## src/rtl/beam_pkg.sv

```systemverilog
package beam_pkg;
  localparam int CNT_W = 9;
  localparam int BUS_W = 8;
  localparam int VER_W = 4;
  localparam int NUM_CNT = 2;

  typedef enum logic [1:0] {
    SEL_TRIG = 2'd0,
    SEL_HCNT = 2'd1,
    SEL_VCNT = 2'd2,
    SEL_STAT = 2'd3
  } beam_sel_e;

  // Byte of a counter: low bits, or top bit merged into bus-hold bits
  function automatic logic [BUS_W-1:0] cnt_byte(input logic [CNT_W-1:0] cnt,
                                                input logic hi,
                                                input logic [BUS_W-1:0] hold);
    if (hi) return {hold[BUS_W-1:1], cnt[CNT_W-1]};
    return cnt[BUS_W-1:0];
  endfunction

  function automatic logic [BUS_W-1:0] status_byte(input logic fld,
                                                   input logic ind,
                                                   input logic hold5,
                                                   input logic reg50,
                                                   input logic [VER_W-1:0] ver);
    return {fld, ind, hold5, reg50, ver};
  endfunction
endpackage

```

## src/rtl/beam_capture.sv

```systemverilog
module beam_capture
  import beam_pkg::*;
(
  input  logic             clk,
  input  logic             rst_n,
  input  logic             cap_go,
  input  logic             flag_clr,
  input  logic [CNT_W-1:0] h_live,
  input  logic [CNT_W-1:0] v_live,
  output logic [CNT_W-1:0] cap_h,
  output logic [CNT_W-1:0] cap_v,
  output logic             cap_flag
);
  always_ff @(posedge clk) begin
    if (!rst_n) begin
      cap_h    <= '0;
      cap_v    <= '0;
      cap_flag <= 1'b0;
    end else begin
      if (cap_go) begin
        cap_h <= h_live;
        cap_v <= v_live;
      end
      if (cap_go)        cap_flag <= 1'b1;
      else if (flag_clr) cap_flag <= 1'b0;
    end
  end

  p_capture_sets_flag_r2: assert property (@(posedge clk) disable iff (!rst_n)
    cap_go |=> cap_flag);
  p_hold_snapshot_r1: assert property (@(posedge clk) disable iff (!rst_n)
    !cap_go |=> $stable(cap_h) && $stable(cap_v));
endmodule

```

## src/rtl/beam_phase.sv

```systemverilog
module beam_phase (
  input  logic clk,
  input  logic rst_n,
  input  logic toggle,
  input  logic clear,
  output logic phase
);
  always_ff @(posedge clk) begin
    if (!rst_n)      phase <= 1'b0;
    else if (clear)  phase <= 1'b0;
    else if (toggle) phase <= ~phase;
  end

  p_toggle_flips_r4: assert property (@(posedge clk) disable iff (!rst_n)
    (toggle && !clear) |=> phase != $past(phase));
  p_clear_low_r5: assert property (@(posedge clk) disable iff (!rst_n)
    clear |=> !phase);
endmodule

```

## src/rtl/beam_latch_readout.sv

```systemverilog
module beam_latch_readout
  import beam_pkg::*;
(
  input  logic             clk,
  input  logic             rst_n,
  input  logic             rd_en,
  input  logic [1:0]       rd_sel,
  input  logic [CNT_W-1:0] h_live,
  input  logic [CNT_W-1:0] v_live,
  input  logic             io_en,
  input  logic             field_odd,
  input  logic             region_50hz,
  input  logic [VER_W-1:0] version,
  input  logic [BUS_W-1:0] open_bus,
  input  logic [BUS_W-1:0] hold_q,
  output logic [BUS_W-1:0] rd_data,
  output logic             hold_we
);
  beam_sel_e sel;
  assign sel = beam_sel_e'(rd_sel);

  // Named access events
  logic rd_trig, rd_stat, cap_go, flag_clr;
  logic [NUM_CNT-1:0] rd_cnt;
  assign rd_trig  = rd_en && (sel == SEL_TRIG);
  assign rd_stat  = rd_en && (sel == SEL_STAT);
  assign rd_cnt[0] = rd_en && (sel == SEL_HCNT);
  assign rd_cnt[1] = rd_en && (sel == SEL_VCNT);
  assign cap_go   = rd_trig && io_en;
  assign flag_clr = rd_stat && io_en;

  logic [CNT_W-1:0] cap_h, cap_v;
  logic             cap_flag;

  beam_capture u_capture (
    .clk      (clk),
    .rst_n    (rst_n),
    .cap_go   (cap_go),
    .flag_clr (flag_clr),
    .h_live   (h_live),
    .v_live   (v_live),
    .cap_h    (cap_h),
    .cap_v    (cap_v),
    .cap_flag (cap_flag)
  );

  logic [NUM_CNT-1:0] phase;
  for (genvar i = 0; i < NUM_CNT; i++) begin : g_phase
    beam_phase u_phase (
      .clk    (clk),
      .rst_n  (rst_n),
      .toggle (rd_cnt[i]),
      .clear  (rd_stat),
      .phase  (phase[i])
    );
  end

  logic indicator;
  assign indicator = io_en ? cap_flag : 1'b1;

  always_comb begin
    rd_data = open_bus;
    if (rd_en) begin
      unique case (sel)
        SEL_TRIG: rd_data = open_bus;
        SEL_HCNT: rd_data = cnt_byte(cap_h, phase[0], hold_q);
        SEL_VCNT: rd_data = cnt_byte(cap_v, phase[1], hold_q);
        SEL_STAT: rd_data = status_byte(field_odd, indicator, hold_q[5],
                                        region_50hz, version);
        default:  rd_data = open_bus;
      endcase
    end
  end

  assign hold_we = rd_en && (sel != SEL_TRIG);

  p_phase_private_r4: assert property (@(posedge clk) disable iff (!rst_n)
    rd_cnt[0] |=> $stable(phase[1]));
  p_indicator_forced_r7: assert property (@(posedge clk) disable iff (!rst_n)
    (rd_stat && !io_en) |-> rd_data[6]);
  p_flag_kept_r7: assert property (@(posedge clk) disable iff (!rst_n)
    (rd_stat && !io_en) |=> cap_flag == $past(cap_flag));
  p_flag_consumed_r7: assert property (@(posedge clk) disable iff (!rst_n)
    flag_clr |=> !cap_flag);
  p_idle_quiet_r10: assert property (@(posedge clk) disable iff (!rst_n)
    !rd_en |=> $stable(phase) && $stable(cap_flag));
  p_trigger_no_hold_r8: assert property (@(posedge clk) disable iff (!rst_n)
    rd_trig |-> !hold_we);
endmodule

```

## config.mk

```make
export PLATFORM = sky130hd
export DESIGN_NAME = beam_latch_readout
export DESIGN_NICKNAME = d
export VERILOG_FILES = /design/src/rtl/beam_pkg.sv /design/src/rtl/beam_capture.sv /design/src/rtl/beam_phase.sv /design/src/rtl/beam_latch_readout.sv
export SDC_FILE = /design/constraint.sdc
export NUM_CORES = 1
export LEC_CHECK = 0
export BUFFER_PORTS_ARGS = -buffer_cell sky130_fd_sc_hd__buf_4
export CAP_MARGIN = 5
export CORE_MARGIN = 5
export CORE_UTILIZATION = 48
export DETAILED_ROUTE_END_ITERATION = 16
export HOLD_SLACK_MARGIN = 0.02
export PLACE_DENSITY = 0.78
export SYNTH_ARGS = -nofsm -noshare
export SYNTH_HDL_FRONTEND = slang
export SYNTH_HIERARCHICAL = 1
export SYNTH_SLANG_ARGS = --single-unit
```

## constraint.sdc

```tcl
create_clock -name clk -period 2 [get_ports clk]
set_input_delay 0.1 -clock clk [delete_from_list [all_inputs] [get_ports clk]]
set_output_delay 0.1 -clock clk [all_outputs]
set_load 0.01 [all_outputs]
```

==> out/metrics.cfg <==
[logic_synthesis]
syn-instance-count=138
synth_top_area_cell=dfxtp_1
synth.mux.area_fraction_pct=26.44
synth_xor_area_share_pct=1.242
synth_area_leaders=dfxtp_1 30%, mux2i_1 14%, nor2b_1 8.9%
yosysWarnings=6
syn_nets=184
yosysSeqAreaShare_pct=29.81
synth_top_family_by_area=multiplexers
syn_avg_cell_area_um2=10.22
synth_compound_area_share_pct=13.04
ys_seq_elements=21
synthSimpleGateAreaFrac_pct=22.18
synth_fa_ha_area_share_pct=0
synth.distinct_cells=31
syn_area_mm2=0.001410
netlist.area_leader.share_pct=29.81

[sta]
clock_skew_ps=0
relSlewSlack_pct=63.34
tightest_slew_ps=549.1
drv_slew=0
min_period_ps=1828
setup_viol=0
rsz0062_at_grt=no
whs_ps=47.15
fmax_ghz=0.5470
min_period_over_period_pct=91.42
tns_ps=0
finalHoldViolCount=0

[grt]
antenna_found_initial=0
grt_pass1_vias=1164
overflow=0
grt_use_total_pct=16.03
grt_pass1_wl_mm=5.409
grt_max_degree=22

[finish]
multi_input_area_um2=902.1
fin_util_pct=64.87
seq_area_um2=420.4
fin_nets=234
area_growth_pct=27.95
diodes=0
fill_cells=234
drive_gt1_share_pct=44.39

[clock_network]
cts_tree=done
numClockSinks=21
cts_max_path_buffers=2
cts_resized=0
clkTransAtPathRegs_ps=120
cts_max_level=1
clkLatencyLatePin_ps=300
numCtsBuffers=3
clockRootBuffer=clkbuf_4

[pwr]
p_clk_share_pct=23.3
p_switching_uw=236.9
p_int_uw=647.2
switching_share_pct=26.80
p_per_area_mw_per_mm2=490.0
seq_power_share_pct=50.0
p_comb_share_pct=26.7
ir_drop_v=0.0003358
p_leak_uw=0.0007258

[detailed_routing]
drc=0
first_pass_iters=4
topRoutingLayerUsed=met4
drt_iter0_markers=19
avgRoutedWirePerCell_um=14.93
vias=1159
met3_wirelength_um=209
viasPerCell=5.317
routed_wl_mm=3.254
routed-wl-met2_mm=1.666
drtAntennaViolNets=0
wl_met1_mm=1.314

[worst_setup_path]
path_class=reg -> out
end_kind=output pin
cp_max_fo=10
worstPathArrival_ps=1730
rrSetupSlack_ps=930
worstSetupStartpointType=flip-flop
critPathRequiredTime_ps=1900

[job]
max_cap_violations=0

[floorplanning]
ios=55
fp.dieH_um=64.20
start_util_pct=50.70
die_x_um=64.20
row_count=19
core_area_mm2=0.002781
dieArea_mm2=0.004122

[placement]
gp_congestion=0.8399
portBuffers=53
post-dp-hpwl_mm=2.496

[hold_path]
hold_path_class=in -> reg

[outcome]
status=finished clean

logic make-up after synthesis:
family,after synthesis
multiplexers,33
buffers and inverters,10
AND/OR/NAND/NOR,52
AO/OA/AOI/OAI,20
flip-flops,21
XOR/XNOR,2
synthesized netlist by cell type, drive strengths merged:
master   n
and2     1
nand2    8
o21ai    1
clkbuf   1
nand2b   3
nor2     9
mux2i   20
a31oi    6
and2b    1
o22a     1
a21oi    1
nor4bb   1
nand3b   1
and3     1
o211ai   7
mux2    13
nor2b   20
or2b     3
xnor2    2
o21a     3
buf      9
and3b    2
nor3b    2
dfxtp   21
a221oi   1
final timing paths:
check | start | endpoint | depth (start not counted)
worst max-delay path | g_phase[1].u_phase/phase | rd_data[3] | 4
worst max register to register | g_phase[1].u_phase/phase | g_phase[1].u_phase/phase | 2
worst min register to register | u_capture/cap_h[7] | u_capture/cap_h[7] | 2
worst min-delay path | v_live[6] | u_capture/cap_v[6] | 3
power by group through the flow:
| stage | registers (uW) | logic [uW] | clock network [uW] |
|---|---|---|---|
| after floorplan | 443 | 141 | 0 |
| after global routing | 445 | 256 | 238 |
| final | 442 | 236 | 206 |
| after CTS | 442 | 237 | 216 |
| after detailed placement | 452 | 236 | 0 |
| after global placement | 451 | 231 | 0 |
critical path, cell delays in order (launching register included):
cell and delay, ps:
dfxtp_1 690, mux2_2 400, nand2_1 70, a31oi_1 100, buf_4 160
what timing repair did:
action	CTS	global route
hold buffers	0	1
setup buffers	0	0
hold endpoints to repair	0	1
sequential cells by signal, indices dropped and copies added (netlist names):
signal                 cells
u_capture/cap_h            9
u_capture/cap_v            9
g_phase.u_phase/phase      2
u_capture/cap_flag         1
stage by stage:
stage          area, um2  cells  power, uW  worst slack [ps]
3_3_place_gp        1767    213      681.9             530.7
6_report            1804    218      884.1             171.7
4_1_cts             1794    217      895.2             174.2
2_1_floorplan       1410    138      583.4             576.9
3_5_place_dp        1767    213      687.9             533.3
5_1_grt             1804    218      938.2             86.05
routing by layer:
metal	GRT usage [%]	up-vias
met5	0	-
met4	7.379	0
met3	2.627	6
met2	27.26	39
met1	19.62	533
li1	-	581
layout by cell type, fill, tap and decap left out, types with 2 or more instances in the layout:
cell       n
and3b_1    2
nor3b_2    2
or2b_1     3
xnor2_1    2
mux2_2     6
dfxtp_1   21
nor2b_1   20
nand2b_1   3
mux2_4     7
o21a_1     2
mux2i_1   20
nor2_1     9
nand2_1    7
clkbuf_4   3
o211ai_2   6
a31oi_1    6
buf_4     54
layout make-up:
type	instances	share of cell area, %
multi-input combinational	107	50.00
sequential	21	23.30
timing repair buffer	55	23.02
tap	31	2.150
clock buffer	3	1.248
clock inverter	1	0.2774
Power figures use the tool's default switching activity.
